--- src/rtl/flash_bus_pkg.sv ---
package flash_bus_pkg;
  localparam int DQ_W   = 16;
  localparam int BYTE_W = 8;
  localparam int LANES  = DQ_W / BYTE_W;

  typedef enum logic [2:0] {
    OP_READ,
    OP_WRITE,
    OP_STANDBY,
    OP_OUTDIS,
    OP_RESET,
    OP_NOP
  } bus_op_e;

  // Fixed array pattern: high byte = index ^ C3, low byte = index + 11.
  function automatic logic [DQ_W-1:0] rom_word(input logic [DQ_W-1:0] idx);
    logic [BYTE_W-1:0] b;
    b = idx[BYTE_W-1:0];
    return {b ^ 8'hC3, b + 8'h11};
  endfunction
endpackage

--- src/rtl/flash_pin_decode.sv ---
module flash_pin_decode
  import flash_bus_pkg::*;
#(
  parameter int ADDR_W = 18
) (
  input  logic              clk,
  input  logic              rst,
  input  logic              ce_n,
  input  logic              oe_n,
  input  logic              we_n,
  input  logic              hw_reset_n,
  input  logic              word_sel,
  input  logic [ADDR_W-1:0] addr,
  input  logic [DQ_W-1:0]   dq_i,
  output bus_op_e           op,
  output logic              word_q,
  output logic [ADDR_W-1:0] addr_q,
  output logic [DQ_W-1:0]   dq_q
);
  logic ce_q, oe_q, we_q, hwr_q;

  always_ff @(posedge clk) begin
    if (rst) begin
      ce_q   <= 1'b1;
      oe_q   <= 1'b1;
      we_q   <= 1'b1;
      hwr_q  <= 1'b1;
      word_q <= 1'b1;
      addr_q <= '0;
      dq_q   <= '0;
    end else begin
      ce_q   <= ce_n;
      oe_q   <= oe_n;
      we_q   <= we_n;
      hwr_q  <= hw_reset_n;
      word_q <= word_sel;
      addr_q <= addr;
      dq_q   <= dq_i;
    end
  end

  // Priority: reset pin, then chip enable, then strobe overlap.
  always_comb begin
    if (!hwr_q)              op = OP_RESET;
    else if (ce_q)           op = OP_STANDBY;
    else if (!we_q && !oe_q) op = OP_NOP;
    else if (!we_q)          op = OP_WRITE;
    else if (oe_q)           op = OP_OUTDIS;
    else                     op = OP_READ;
  end
endmodule

--- src/rtl/flash_read_path.sv ---
module flash_read_path
  import flash_bus_pkg::*;
#(
  parameter int ADDR_W = 18,
  parameter int ROM_AW = 8
) (
  input  logic              clk,
  input  logic              rst,
  input  bus_op_e           op,
  input  logic              word_q,
  input  logic [ADDR_W-1:0] addr_q,
  input  logic [DQ_W-1:0]   dq_q,
  input  logic              array_mode,
  input  logic [DQ_W-1:0]   sm_data,
  output logic [DQ_W-1:0]   dq_o,
  output logic [DQ_W-1:0]   dq_oe
);
  logic [DQ_W-1:0]   src_word;
  logic [BYTE_W-1:0] pick_byte;
  logic              rd;

  always_comb begin
    src_word  = array_mode ? rom_word(DQ_W'(addr_q[ROM_AW-1:0])) : sm_data;
    pick_byte = dq_q[DQ_W-1] ? src_word[DQ_W-1:BYTE_W] : src_word[BYTE_W-1:0];
    rd        = (op == OP_READ);
  end

  for (genvar g = 0; g < LANES; g++) begin : g_lane
    logic              lane_en;
    logic [BYTE_W-1:0] lane_d;

    if (g == 0) begin : g_low
      assign lane_en = rd;
      assign lane_d  = word_q ? src_word[BYTE_W-1:0] : pick_byte;
    end else begin : g_high
      assign lane_en = rd && word_q;
      assign lane_d  = src_word[g*BYTE_W +: BYTE_W];
    end

    always_ff @(posedge clk) begin
      if (rst) begin
        dq_oe[g*BYTE_W +: BYTE_W] <= '0;
        dq_o[g*BYTE_W +: BYTE_W]  <= '0;
      end else begin
        dq_oe[g*BYTE_W +: BYTE_W] <= {BYTE_W{lane_en}};
        dq_o[g*BYTE_W +: BYTE_W]  <= lane_en ? lane_d : '0;
      end
    end
  end
endmodule

--- src/rtl/flash_cmd_latch.sv ---
module flash_cmd_latch
  import flash_bus_pkg::*;
#(
  parameter int ADDR_W = 18
) (
  input  logic              clk,
  input  logic              rst,
  input  bus_op_e           op,
  input  logic              word_q,
  input  logic [ADDR_W-1:0] addr_q,
  input  logic [DQ_W-1:0]   dq_q,
  output logic              cmd_valid,
  output logic [ADDR_W:0]   cmd_addr,
  output logic [DQ_W-1:0]   cmd_data,
  output logic              cmd_byte,
  output logic              array_mode
);
  logic            wr_act;
  logic [ADDR_W:0] cap_addr;
  logic [DQ_W-1:0] cap_data;
  logic            cap_byte;

  always_ff @(posedge clk) begin
    if (rst || op == OP_RESET) begin
      wr_act     <= 1'b0;
      cap_addr   <= '0;
      cap_data   <= '0;
      cap_byte   <= 1'b0;
      cmd_valid  <= 1'b0;
      cmd_addr   <= '0;
      cmd_data   <= '0;
      cmd_byte   <= 1'b0;
      array_mode <= 1'b1;
    end else begin
      cmd_valid <= 1'b0;
      if (op == OP_WRITE) begin
        wr_act   <= 1'b1;
        cap_byte <= !word_q;
        if (word_q) begin
          cap_addr <= {1'b0, addr_q};
          cap_data <= dq_q;
        end else begin
          cap_addr <= {addr_q, dq_q[DQ_W-1]};
          cap_data <= {{BYTE_W{1'b0}}, dq_q[BYTE_W-1:0]};
        end
      end else if (wr_act) begin
        wr_act <= 1'b0;
        // Strobe overlap ends the write without a commit.
        if (op != OP_NOP) begin
          cmd_valid  <= 1'b1;
          cmd_addr   <= cap_addr;
          cmd_data   <= cap_data;
          cmd_byte   <= cap_byte;
          array_mode <= 1'b0;
        end
      end
    end
  end
endmodule

--- src/rtl/flash_bus_front.sv ---
module flash_bus_front
  import flash_bus_pkg::*;
#(
  parameter int ADDR_W = 18,
  parameter int ROM_AW = 8
) (
  input  logic              clk,
  input  logic              rst,
  input  logic              ce_n,
  input  logic              oe_n,
  input  logic              we_n,
  input  logic              hw_reset_n,
  input  logic              word_sel,
  input  logic [ADDR_W-1:0] addr,
  input  logic [15:0]       dq_i,
  input  logic [15:0]       sm_data,
  output logic [15:0]       dq_o,
  output logic [15:0]       dq_oe,
  output logic              cmd_valid,
  output logic [ADDR_W:0]   cmd_addr,
  output logic [15:0]       cmd_data,
  output logic              cmd_byte,
  output logic              array_mode
);
  bus_op_e           op;
  logic              word_q;
  logic [ADDR_W-1:0] addr_q;
  logic [DQ_W-1:0]   dq_q;

  flash_pin_decode #(.ADDR_W(ADDR_W)) u_dec (
    .clk(clk), .rst(rst), .ce_n(ce_n), .oe_n(oe_n), .we_n(we_n),
    .hw_reset_n(hw_reset_n), .word_sel(word_sel), .addr(addr), .dq_i(dq_i),
    .op(op), .word_q(word_q), .addr_q(addr_q), .dq_q(dq_q)
  );

  flash_read_path #(.ADDR_W(ADDR_W), .ROM_AW(ROM_AW)) u_rd (
    .clk(clk), .rst(rst), .op(op), .word_q(word_q), .addr_q(addr_q),
    .dq_q(dq_q), .array_mode(array_mode), .sm_data(sm_data),
    .dq_o(dq_o), .dq_oe(dq_oe)
  );

  flash_cmd_latch #(.ADDR_W(ADDR_W)) u_cmd (
    .clk(clk), .rst(rst), .op(op), .word_q(word_q), .addr_q(addr_q),
    .dq_q(dq_q), .cmd_valid(cmd_valid), .cmd_addr(cmd_addr),
    .cmd_data(cmd_data), .cmd_byte(cmd_byte), .array_mode(array_mode)
  );
endmodule

--- config.mk ---
export PLATFORM = sky130hd
export DESIGN_NAME = flash_bus_front
export DESIGN_NICKNAME = d
export VERILOG_FILES = /design/src/rtl/flash_bus_pkg.sv /design/src/rtl/flash_pin_decode.sv /design/src/rtl/flash_read_path.sv /design/src/rtl/flash_cmd_latch.sv /design/src/rtl/flash_bus_front.sv
export SDC_FILE = /design/constraint.sdc
export NUM_CORES = 1
export LEC_CHECK = 0
export BUFFER_PORTS_ARGS = -buffer_cell sky130_fd_sc_hd__clkbuf_2
export CORE_MARGIN = 2
export CORE_UTILIZATION = 50
export CTS_BUF_LIST = sky130_fd_sc_hd__clkbuf_4
export CTS_CLUSTER_SIZE = 8
export DETAILED_ROUTE_END_ITERATION = 12
export PLACE_DENSITY_LB_ADDON = 0.05
export SLEW_MARGIN = 5
export SYNTH_ARGS = -nofsm -noshare
export SYNTH_HDL_FRONTEND = slang
export SYNTH_HIERARCHICAL = 1
export SYNTH_SLANG_ARGS = --single-unit
--- constraint.sdc ---
create_clock -name clk -period 5.2 [get_ports clk]
set_input_delay 1.04 -clock clk [delete_from_list [all_inputs] [get_ports clk]]
set_output_delay 1.04 -clock clk [all_outputs]
set_load 0.1 [all_outputs]
Word level (Yosys, flattened, before mapping):

Cells that the tools add are included.

* output and inout bits: 70
* flip-flop bits (word level): 132
* logic and storage cells: 52

* reduce and logical (&&, ||, !) cells: 11
* equal/unequal tests: 3
* bitwise gates (word level): 5
* add/sub/neg operators: 1
* muxes and demuxes: 12

Operators by type and width (number)
* 2-to-1 mux 16 bit: 2
* 2-to-1 mux 19 bit: 1
* 2-to-1 mux 8 bit: 2
* 2-to-1 mux 3 bit: 4
* adder 8 x 5 -> 8 bit, second input constant: 1
* NOT 1 bit: 4
* NOT 4 bit: 1
* OR reduction 2 bit: 2
* == test 3 x 1 -> 1 bit, second input constant: 1
* == test 3 bit, second input constant: 1
* logical NOT 1 bit: 3
* logical NOT 3 bit: 1
* inequality test 3 bit, second input constant: 1
* AND reduction 3 bit: 1
* OR reduction 3 bit: 1
* logical AND 1 bit: 2
* 2-to-1 mux 1 bit: 2
* 2-to-1 mux 2 bit: 1
* logical OR 1 bit: 1

Longest topological paths before layout:

Gate-level depths: netlist of the first run.

* depth after elaboration: 9
* gate-level depth with buffers: 7
* mapped depth without buffers: 6

Hierarchy:

The synthesis of the first run kept the hierarchy.

By module, submodules not included
* flash_cmd_latch: cells an instance 335, instances 1, area each 3026.7 um2, seq. area each 1501.4 um2
* flash_pin_decode: cells an instance 87, instances 1, area each 1094.8 um2, seq. area each 780.7 um2
* flash_read_path: cells an instance 106, instances 1, area each 1007.2 um2, seq. area each 360.3 um2

Worst setup path after synthesis of the first run:

Ideal clock, no wire load.

* path kind: register -> output
* from: register, netlist name u_rd/dq_oe[8]
* to: output port dq_oe[10]
* path slack: 2.696 ns
* arrival time: 1.464 ns
* stages on the path, launching flop included: 2
* data required time: 4.160 ns
* cell sequence: dfxtp_1 -> buf_4

RTL lines
* end, declared: line flash_bus_front.sv:18 `output logic [15:0] dq_oe,`

No word-level cell between the ends.

Final worst setup path of the first run:

* from: register u_cmd.array_mode
* to: output port array_mode

RTL lines
* start, declared: line flash_cmd_latch.sv:16 `output logic array_mode`
* start signal, assigned: line flash_cmd_latch.sv:33 `array_mode <= 1'b1;`
* start signal, assigned: line flash_cmd_latch.sv:54 `array_mode <= 1'b0;`
* end, declared: line flash_bus_front.sv:23 `output logic array_mode`

No word-level cell between the ends.

==> results of run 1 <==
[metrics by stage]
| stage | setup slack (ps) | cell area [sq um] | util [%] |
|---|---|---|---|
| after CTS | 2020 | 5890 | 59.7 |
| after floorplan | 2700 | 5130 | - |
| final | 2080 | 5890 | 59.7 |
| after global placement | 2040 | 5570 | 56.4 |
| after global routing | 1920 | 5890 | 59.7 |
| after detailed placement | 1990 | 5570 | 56.4 |
[layer usage]
metal | up-vias | track usage [%] | part of all wire (%)
met1 | 1809 | 26.6 | 46
met3 | 5 | 5.01 | 5.8
met4 | 0 | 8.00 | 0.53
met5 | - | 0 | 0
li1 | 1992 | - | -
met2 | 114 | 31.8 | 48
[registers in the layout (all words and copies together), names as in the netlist, 2 cells and up]
name	flops
u_cmd/cap_addr	19
u_cmd/cmd_addr	19
u_dec/addr_q	18
u_cmd/cap_data	16
u_cmd/cmd_data	16
u_dec/dq_q	16
u_rd/dq_o	16
u_rd/dq_oe	2
[cell usage in the layout (no fill, tap or decap), drive strengths merged, types with 5 or more instances in the layout]
cell type / n
inv: 8
or2: 5
mux2i: 25
a211oi: 21
clkinv: 6
nand2: 30
dfxtp: 132
o21ai: 41
nor2b: 33
mux2: 6
nor2: 32
nand3: 50
clkbuf: 148
a21oi: 59
[cells in the mapped netlist, types with 9 or more instances]
cell type	instances	area share (%)
dfxtp_1	132	52
nor2b_1	33	4.0
buf_2	16	1.6
nand3_1	50	4.9
o21ai_0	36	3.5
a211oi_2	14	3.4
mux2i_1	25	4.9
nor2_1	32	2.3
a21oi_1	58	5.7
nand2_1	29	2.1
buf_6	9	2.0
buf_4	20	2.9
[logic make-up after synthesis]
| kind of cell | Yosys count | share of synthesized area [%] |
|---|---|---|
| AND/OR/NAND/NOR | 167 | 17.0 |
| flip-flops | 132 | 51.5 |
| AO/OA/AOI/OAI | 127 | 15.3 |
| buffers and inverters | 64 | 8.47 |
| multiplexers | 32 | 6.64 |
| XOR/XNOR | 5 | 0.854 |
| adder cells (fa/ha/maj) | 1 | 0.244 |
[how the worst max path moves through the flow]
stage,from,to,slack [ps],depth (start not counted)
2_1_floorplan,u_rd/dq_oe[8],dq_oe[10],2700,1
3_3_place_gp,rst,u_cmd/cmd_data[15],2040,4
3_5_place_dp,rst,u_cmd/cap_data[13],1990,4
4_1_cts,u_cmd/array_mode,array_mode,2020,1
5_1_grt,u_dec/we_q,u_cmd/cap_byte,1920,6
6_report,u_cmd/array_mode,array_mode,2080,1
[power by group through the flow]
stage | clock [W] | sequential [W] | combinational (W)
CTS | 0.000779 | 0.00106 | 0.000196
floorplan | 0 | 0.00111 | 0.000134
global placement | 0 | 0.00108 | 0.000192
finish | 0.000760 | 0.00106 | 0.000195
detailed placement | 0 | 0.00108 | 0.000195
global route | 0.000829 | 0.00106 | 0.000208
[cell type report]
class / count / area share (%)
flip-flops and latches: 132 / 44.9
multi-input cells: 332 / 35.1
repair buffers: 130 / 11.2
well taps: 133 / 2.82
clock buffers: 22 / 2.80
clock inverters: 10 / 2.63
inverters: 8 / 0.594
==> run metrics, run 1 <==
Comb pwr share 9.7%; remaining antenna violation count after routing 0; RR Startpoint u_dec/we_q; Syn Std Cell Area roughly 0.0051 sq mm; pin count of the biggest net entering global routing between 40 and 50; Die Wd 105 um; net count after synthesis about 600; final setup vio count 0; Max IR drop VDD 0.000189 V; non-filler cells, final 767; Post-Syn Instances 528; final hold vios 0; worst hold path class flip-flop to flip-flop; Core Area 0.00986 sq mm; CTS Buf Count 17; post-synthesis sequential area ratio 51.5%; CTS H-tree depth 4; footprint of the multi-input gates 0.00207 sq mm; DR iter-0 viols 123; via count 3920; IO Pins 127; Die ar. 0.0111 sq mm; Ys Warns 6; Buf+Inv Stages, Crit Path 1; first-pass GRT wire length 17.8 mm; DRC 0; clk buf depth 2; Total Power approximately 0.0020 W; vias per cell 5.11; Net Sw Power 0.000515 W; Worst path top cell family by delay flip-flops; initial core utilization about 52%; Sink Count between 100 and 150; number of synthesized register bits ~130; Slowest-stage cell, CP dfxtp_1; worst-skew pair later-pin latency 520 ps; Post-CTS Hold Buffers 0; status finished clean; number of buffers added on ports 126; clock network power share ~38%; Post-Place Cells between 700 and 800; # rows 36; critical-path cell list clkbuf_2; Pwr per Cell Area roughly 340 mW/mm^2; Register Area 0.00264 sq mm; layout overhead on the synthesized area 14.9%; Avg Cell Area, Syn 9.71 sq um; Fin Hold WS 435 ps; worst-margin pin slew 1150 ps; R2R depth 6; Hold Path End u_cmd/cap_data[5]; die height between 100 and 150 um; crit path time final ~3100 ps; Clock transition at path regs roughly 100 ps; Setup crit start kind flip-flop; GRT Overall Usage 20.2%; RSZ-0062 raised after global routing no; Routed WL 11.0 mm; Detail Placement HPWL about 7.1 mm; crit end category primary output; # Post-CTS Setup Buffers 0; Main synth FF type dfxtp_1; Clock Skew roughly 14 ps; vias in the first global route 3647; Slew Viols, Final 0; FFs w/ async S/R, synth 0%; Rel. slew slack 23.3%; nets 679; CTS tree done; Net Sw Frac 25.5%; critical path class flip-flop to primary output; worst r2r dst u_cmd/cap_addr[9]; max frequency 320 MHz; Hold Crit Start u_dec/dq_q[5]; Leakage 2.48 nW; share of cells above drive strength 1 30.3%; PostCTS Resize Cnt 0; WL/cell 14.3 um; Placer Congestion 0.793; required time of the critical path 4160 ps; initial antenna violation count 0; final worst path period share 60.1%; clock root cell clkbuf_4; Hold Path Stages 2; critical path arrival about 2100 ps; P_int 0.00150 W; total grt overflow 0; fill count 913; r2r setup slk 2290 ps; Max Cap Viol 0; synth unique cells 45; Seq pwr share 52.6%; setup_tns 0 ps; ANT cells 0; number of synthesized flops with an enable pin 0; CP max stage delay 970 ps; first-pass detailed-route iteration total 7; largest fanout on the critical path 26
(Power assumes the default switching activity.)
==> run 2, diff against run 1 <==
--- a/config.mk
+++ b/config.mk
@@ -5,6 +5,7 @@
 export SDC_FILE = /design/constraint.sdc
 export NUM_CORES = 1
 export LEC_CHECK = 0
+export ABC_AREA = 1
 export BUFFER_PORTS_ARGS = -buffer_cell sky130_fd_sc_hd__clkbuf_2
 export CORE_MARGIN = 2
 export CORE_UTILIZATION = 50
==> constraint.sdc (replaced) <==
create_clock -name clk -period 3 [get_ports clk]
set_input_delay 0.6 -clock clk [delete_from_list [all_inputs] [get_ports clk]]
set_output_delay 0.6 -clock clk [all_outputs]
set_load 0.1 [all_outputs]
==> run 2 against run 1 <==
Compared with the run above:
- sequential share of layout area decreased by 1.9 points
- combinational power up 86%
- sequential cell count unchanged
- final area up 4.3%
- clock power rose by 82%
- wire length increased by 1.5%
- critical endpoint is now dq_oe[8]
- synthesized area rose by 2.3%
- die area is 2.2% higher
==> run metrics, run 2 <==
Post-Syn Instances 740 (+40%); DR iter-0 viols 163 (+33%); non-filler cells, final 992 (+29%); GRT Overall Usage 20.9% (+0.73 points); commonest non-fill, non-tap cell in the layout nand2_1; Worst path top cell family by delay buffers and inverters; most common cell in the netlist nand2_1; status finished clean; Clock transition at path regs 110 ps (about the same); Post-Place Setup Slack 1070 ps (-922 ps); first-pass GRT wire length 18.8 mm (+6.1%); r2r setup slk 1040 ps (-1250 ps); Slew Viols, Final 0 (unchanged); worst-skew pair later-pin latency 520 ps (about the same); final setup vio count 0 (unchanged); number of synthesized register bits 132 (unchanged); DRC 0 (unchanged); Clock Skew 13.0 ps (-0.598 ps); RSZ-0062 raised after global routing no; # Post-CTS Setup Buffers 0 (unchanged); Avg Cell Area, Syn 7.09 sq um (-27%); Post-Place Cells 960 (+31%); Ys Warns 6 (unchanged); share of cells above drive strength 1 20.2% (-10 points); layout overhead on the synthesized area 17.1%; number of buffers added on ports 126 (unchanged); Rel. slew slack 53.9% (+31 points); worst hold path class primary input to flip-flop; clk buf depth 2 (unchanged); CTS tree done; vias in the first global route 4311 (+18%); PostCTS Resize Cnt 0 (unchanged); most frequent cells after synthesis 224 x nand2_1, 132 x dfxtp_1, 117 x nor2_1; first-pass detailed-route iteration total 4 (-3); crit path time final 2050 ps; post-synth top area cell dfxtp_1; Main synth FF type dfxtp_1; number of synthesized flops with an enable pin 0 (unchanged); Largest regs u_cmd/cap_addr x19, u_cmd/cmd_addr x19, u_dec/addr_q x18; Synth area leaders dfxtp_1 50%, nand2_1 16%, nor2_1 8.4%; nets 901 (+33%); Comb pwr share 10.1% (+0.4 points); vias per cell 4.65 (-9.0%); final hold vios 0 (unchanged); CP max stage delay 500 ps (-470 ps); Routed WL 11.2 mm (+1.5%); CTS Buf Count 17 (unchanged); Pwr per Cell Area 581 mW/mm^2 (+70%); P_int 0.00263 W (+75%); Placer Congestion 0.815 (+2.8%); Post-CTS Hold Buffers 0 (unchanged); Buf+Inv Stages, Crit Path 1 (unchanged); setup_tns 0 ps (unchanged); pin count of the biggest net entering global routing 48 (-2.0%); remaining antenna violation count after routing 0 (unchanged); Sink Count 132 (unchanged); Register Area 0.00264 sq mm (about the same); clock network power share 38.5% (+0.8 points); final worst path period share 68.3%; Syn Std Cell Area 0.00525 sq mm (+2.3%); Max Cap Viol 0 (unchanged); post-synthesis sequential area ratio 50.4% (-1.2 points); critical-path cell list clkbuf_2; net count after synthesis 798 (+36%); ANT cells 0 (unchanged); initial antenna violation count 0 (unchanged); footprint of the multi-input gates 0.00195 sq mm (-5.8%); Synth top area share 50.4% (-1.2 points); Detail Placement HPWL 7.88 mm (+11%); Slowest-stage cell, CP clkbuf_2; Net Sw Power 0.000938 W (+82%); Die Wd 106 um (+1.1%); Max IR drop VDD 0.000317 V (+68%); largest fanout on the critical path 8 (-69%); Seq pwr share 51.3% (-1.3 points); Net Sw Frac 26.3% (+0.73 points); WL/cell 11.2 um (-21%); Core Area 0.0103 sq mm (+4.2%); most frequent cells in the layout 224 x nand2_1, 132 x dfxtp_1, 126 x clkbuf_2; FFs w/ async S/R, synth 0% (unchanged); initial core utilization 51.0% (-0.94 points); Leakage 3.19 nW (+29%); clock root cell clkbuf_4; crit end category primary output; Worst Slack Setup Final 950 ps (-1130 ps); critical path class flip-flop to primary output; critical path arrival 1450 ps (-630 ps); IO Pins 127 (unchanged); synth unique cells 24 (-47%); fill count 1034 (+13%); Setup crit start kind flip-flop; worst-margin pin slew 690 ps (-459 ps); # rows 37 (+2.8%); CTS H-tree depth 4 (unchanged); max frequency ~500 MHz; required time of the critical path 2400 ps (-1760 ps); total grt overflow 0 (unchanged); Die ar. 0.0113 sq mm (+2.2%); via count 4615 (+18%); die height 106 um (+1.1%)
[run 2: cell count changes after synthesis, moves of 14 or more]
cell,delta
a211oi_2,-14
mux2i_1,-25
nand2_1,+195
nor2_1,+85
o21ai_0,-27
nor2b_1,-33
inv_1,+84
[run 2: tightest hold or removal path, cell delays in order]
cell and delay, ps:
clkbuf_2 80, inv_1 40, nor2_1 30
[run 2: through the flow]
step | instance area (sq um) | power (W) | util (%) | hold slack [ps]
after global placement | 5810 | 0.00223 | 56.5 | 438
final | 6150 | 0.00357 | 59.8 | 252
after detailed placement | 5810 | 0.00224 | 56.5 | 450
after CTS | 6150 | 0.00361 | 59.8 | 206
after global routing | 6150 | 0.00372 | 59.8 | 222
after floorplan | 5250 | 0.00216 | - | 431
[run 2: path summary, 6_finish.rpt]
kind,end,cells after the start,from
worst max-delay path,dq_oe[8],1,u_rd/dq_oe[8]
worst min-delay path,u_dec/dq_q[0],3,dq_i[0]
worst max register to register,u_cmd/cap_data[9],8,u_dec/hwr_q
worst min register to register,u_cmd/cmd_data[14],2,u_cmd/cmd_data[14]
[run 2: layout make-up]
type	count	area share (%)
Inverter	93	5.68
Sequential cell	132	43.0
Clock buffer	17	2.08
Clock inverter	15	3.44
Multi-Input combinational cell	464	31.7
Tap cell	136	2.77
Timing Repair Buffer	135	11.4
[run 2: power by group through the flow]
stage          clock, W  sequential, W  combinational [W]
2_1_floorplan         0        0.00193           0.000236
4_1_cts         0.00141        0.00183           0.000364
3_5_place_dp          0        0.00187           0.000363
6_report        0.00138        0.00183           0.000362
5_1_grt         0.00148        0.00184           0.000400
3_3_place_gp          0        0.00187           0.000359
[run 2: logic make-up (layout without fill, tap and decap cells)]
group           Yosys count  after routing  share of synthesized area, %
flops                   132            132                          50.4
compound gates           61             61                          6.22
fa+ha+maj                 1              1                         0.238
buf+inv                 144            260                          12.5
xor+xnor                  1              1                         0.167
simple gates            401            401                          30.5
[run 2: per-layer routing]
| layer | GRT usage, % | routed length (um) | up-vias |
|---|---|---|---|
| met3 | 4.35 | 629 | 19 |
| met5 | 0 | 0 | - |
| li1 | - | - | 2429 |
| met4 | 8.72 | 225 | 0 |
| met1 | 24.7 | 4810 | 2032 |
| met2 | 36.8 | 5480 | 135 |
==> run 3, diff against run 2 <==
==> constraint.sdc (replaced) <==
create_clock -name clk -period 1.85 [get_ports clk]
set_input_delay 0.37 -clock clk [delete_from_list [all_inputs] [get_ports clk]]
set_output_delay 0.37 -clock clk [all_outputs]
set_load 0.1 [all_outputs]
==> run 3 against run 2 <==
Compared with the run above:
- critical path depth unchanged
- sequential power increased by 62%
- die area unchanged
- clock-buffer cell count increased by 2
- via count increased by 2.5%
- setup slack got worse by 830 ps
- first-iteration DRC count increased by 8.6%
- utilization increased by 2.6 points
- highest routed layer unchanged
==> run metrics, run 3 (same netlist as run 2, synthesis figures left out) <==
Sink Count 132 (unchanged); Total Power 0.00588 W (+65%); vias in the first global route 4448 (+3.2%); design area 0.00641 sq mm (+4.3%); footprint of the multi-input gates 0.00195 sq mm (unchanged); Max IR drop VDD 0.000456 V (+44%); IO Pins 127 (unchanged); CTS tree done; Slew Viols, Final 0 (unchanged); worst hold path class primary input to flip-flop; setup_tns 0 ps (unchanged); final setup vio count 0 (unchanged); Routed WL 11.6 mm (+4.1%); Fin Hold WS 45.5 ps (-207 ps); DRC 0 (unchanged); Rel. slew slack 62.2% (+8.3 points); final worst path period share 93.6%; Buf+Inv Stages, Crit Path 1 (unchanged); crit end category primary output; Core Area 0.0103 sq mm (unchanged); largest fanout on the critical path 11 (+3); total grt overflow 0 (unchanged); layout overhead on the synthesized area 22.2%; die height 106 um (unchanged); Die Wd 106 um (unchanged); via count 4730 (+2.5%); first-pass detailed-route iteration total 4 (unchanged); Net Sw Frac 26.0% (-0.30 points); WL/cell 11.5 um (+2.2%); clk buf depth 2 (unchanged); CTS H-tree depth 4 (unchanged); most frequent cells in the layout 224 x nand2_1, 132 x dfxtp_1, 117 x nor2_1; Detail Placement HPWL 7.93 mm (+0.61%); status finished clean; remaining antenna violation count after routing 0 (unchanged); initial core utilization 51.0% (unchanged); final hold vios 0 (unchanged); Max Cap Viol 0 (unchanged); P_int 0.00435 W (+65%); clock root cell clkbuf_4; ANT cells 0 (unchanged); placed cell areas 0.00590 sq mm (+1.6%); critical path class flip-flop to primary output; fill count 998 (-3.5%); pin count of the biggest net entering global routing 49 (+2.1%); commonest non-fill, non-tap cell in the layout nand2_1; required time of the critical path 1480 ps (-920 ps); Placer Congestion 0.850 (+4.3%); Pwr per Cell Area 917 mW/mm^2 (+58%); number of buffers added on ports 126 (unchanged); critical path arrival 1360 ps (-90 ps); critical-path cell list buf_12; Layout Utilization 62.4% (+2.6 points); RSZ-0062 raised after global routing no; Register Area 0.00264 sq mm (unchanged); Clock Skew 17.8 ps (+4.81 ps); DR iter-0 viols 177 (+8.6%); Worst path top cell family by delay flip-flops; Clock transition at path regs 110 ps (about the same); worst-skew pair later-pin latency 510 ps (about the same); CP max stage delay 630 ps (+130 ps); Seq pwr share 50.6% (-0.7 points); share of cells above drive strength 1 20.7% (+0.50 points); Die ar. 0.0113 sq mm (unchanged); crit path time final 1730 ps; Leakage 3.30 nW (+3.5%); Comb pwr share 10.8% (+0.7 points); initial antenna violation count 0 (unchanged); Slowest-stage cell, CP dfxtp_1; vias per cell 4.68 (+0.67%); first-pass GRT wire length 19.3 mm (+2.3%); clock network power share 38.6% (about the same); # rows 37 (unchanged); Largest regs u_cmd/cap_addr x19, u_cmd/cmd_addr x19, u_dec/addr_q x18; Net Sw Power 0.00153 W (+63%); nets 920 (+2.1%); worst-margin pin slew 567 ps (-123 ps); Setup crit start kind flip-flop; max frequency 577 MHz; GRT Overall Usage 21.5% (+0.56 points); CTS Buf Count 17 (unchanged)
[run 3: cell type report]
class	instances	area share [%]
Inverter	93	5.45
Multi-Input combinational cell	464	30.4
Tap cell	136	2.66
Sequential cell	132	41.2
Clock buffer	19	2.23
Clock inverter	12	3.16
Timing Repair Buffer	154	14.9
[run 3: power groups by stage]
stage	registers (W)	clock network, W	logic (W)
after global placement	0.00304	0	0.000599
final	0.00297	0.00227	0.000636
after floorplan	0.00312	0	0.000383
after detailed placement	0.00304	0	0.000606
after CTS	0.00297	0.00232	0.000630
after global routing	0.00298	0.00244	0.000695
[run 3: final timing paths]
kind,start,endpoint,slack (ps),depth (start not counted)
hold reg to reg,u_dec/dq_q[6],u_cmd/cap_data[6],470,2
setup / recovery,u_cmd/array_mode,array_mode,120,1
hold / removal,word_sel,u_dec/word_q,50,2
setup reg to reg,u_dec/ce_q,u_cmd/cmd_data[3],180,8
[run 3: what timing repair did]
action | CTS | global route
hold endpoints to repair | 8 | 4
hold buffers | 8 | 4
endpoints found under the setup margin | 16 | 1
resized for setup | 16 | 1
setup buffers | 0 | 0
[run 3: through the flow]
step / worst slack [ps] / instances
floorplan: 16.0 / 740
global placement: 366 / 967
detailed placement: 232 / 967
CTS: 72.9 / 1006
global route: 11.0 / 1010
finish: 118 / 1010
[run 3: routing by layer]
| metal | global-route usage, % | share of wire, % | vias up |
|---|---|---|---|
| met5 | 0 | 0 | - |
| met3 | 5.70 | 5.5 | 15 |
| li1 | - | - | 2462 |
| met4 | 9.00 | 1.7 | 0 |
| met1 | 24.2 | 42 | 2114 |
| met2 | 38.2 | 50 | 139 |
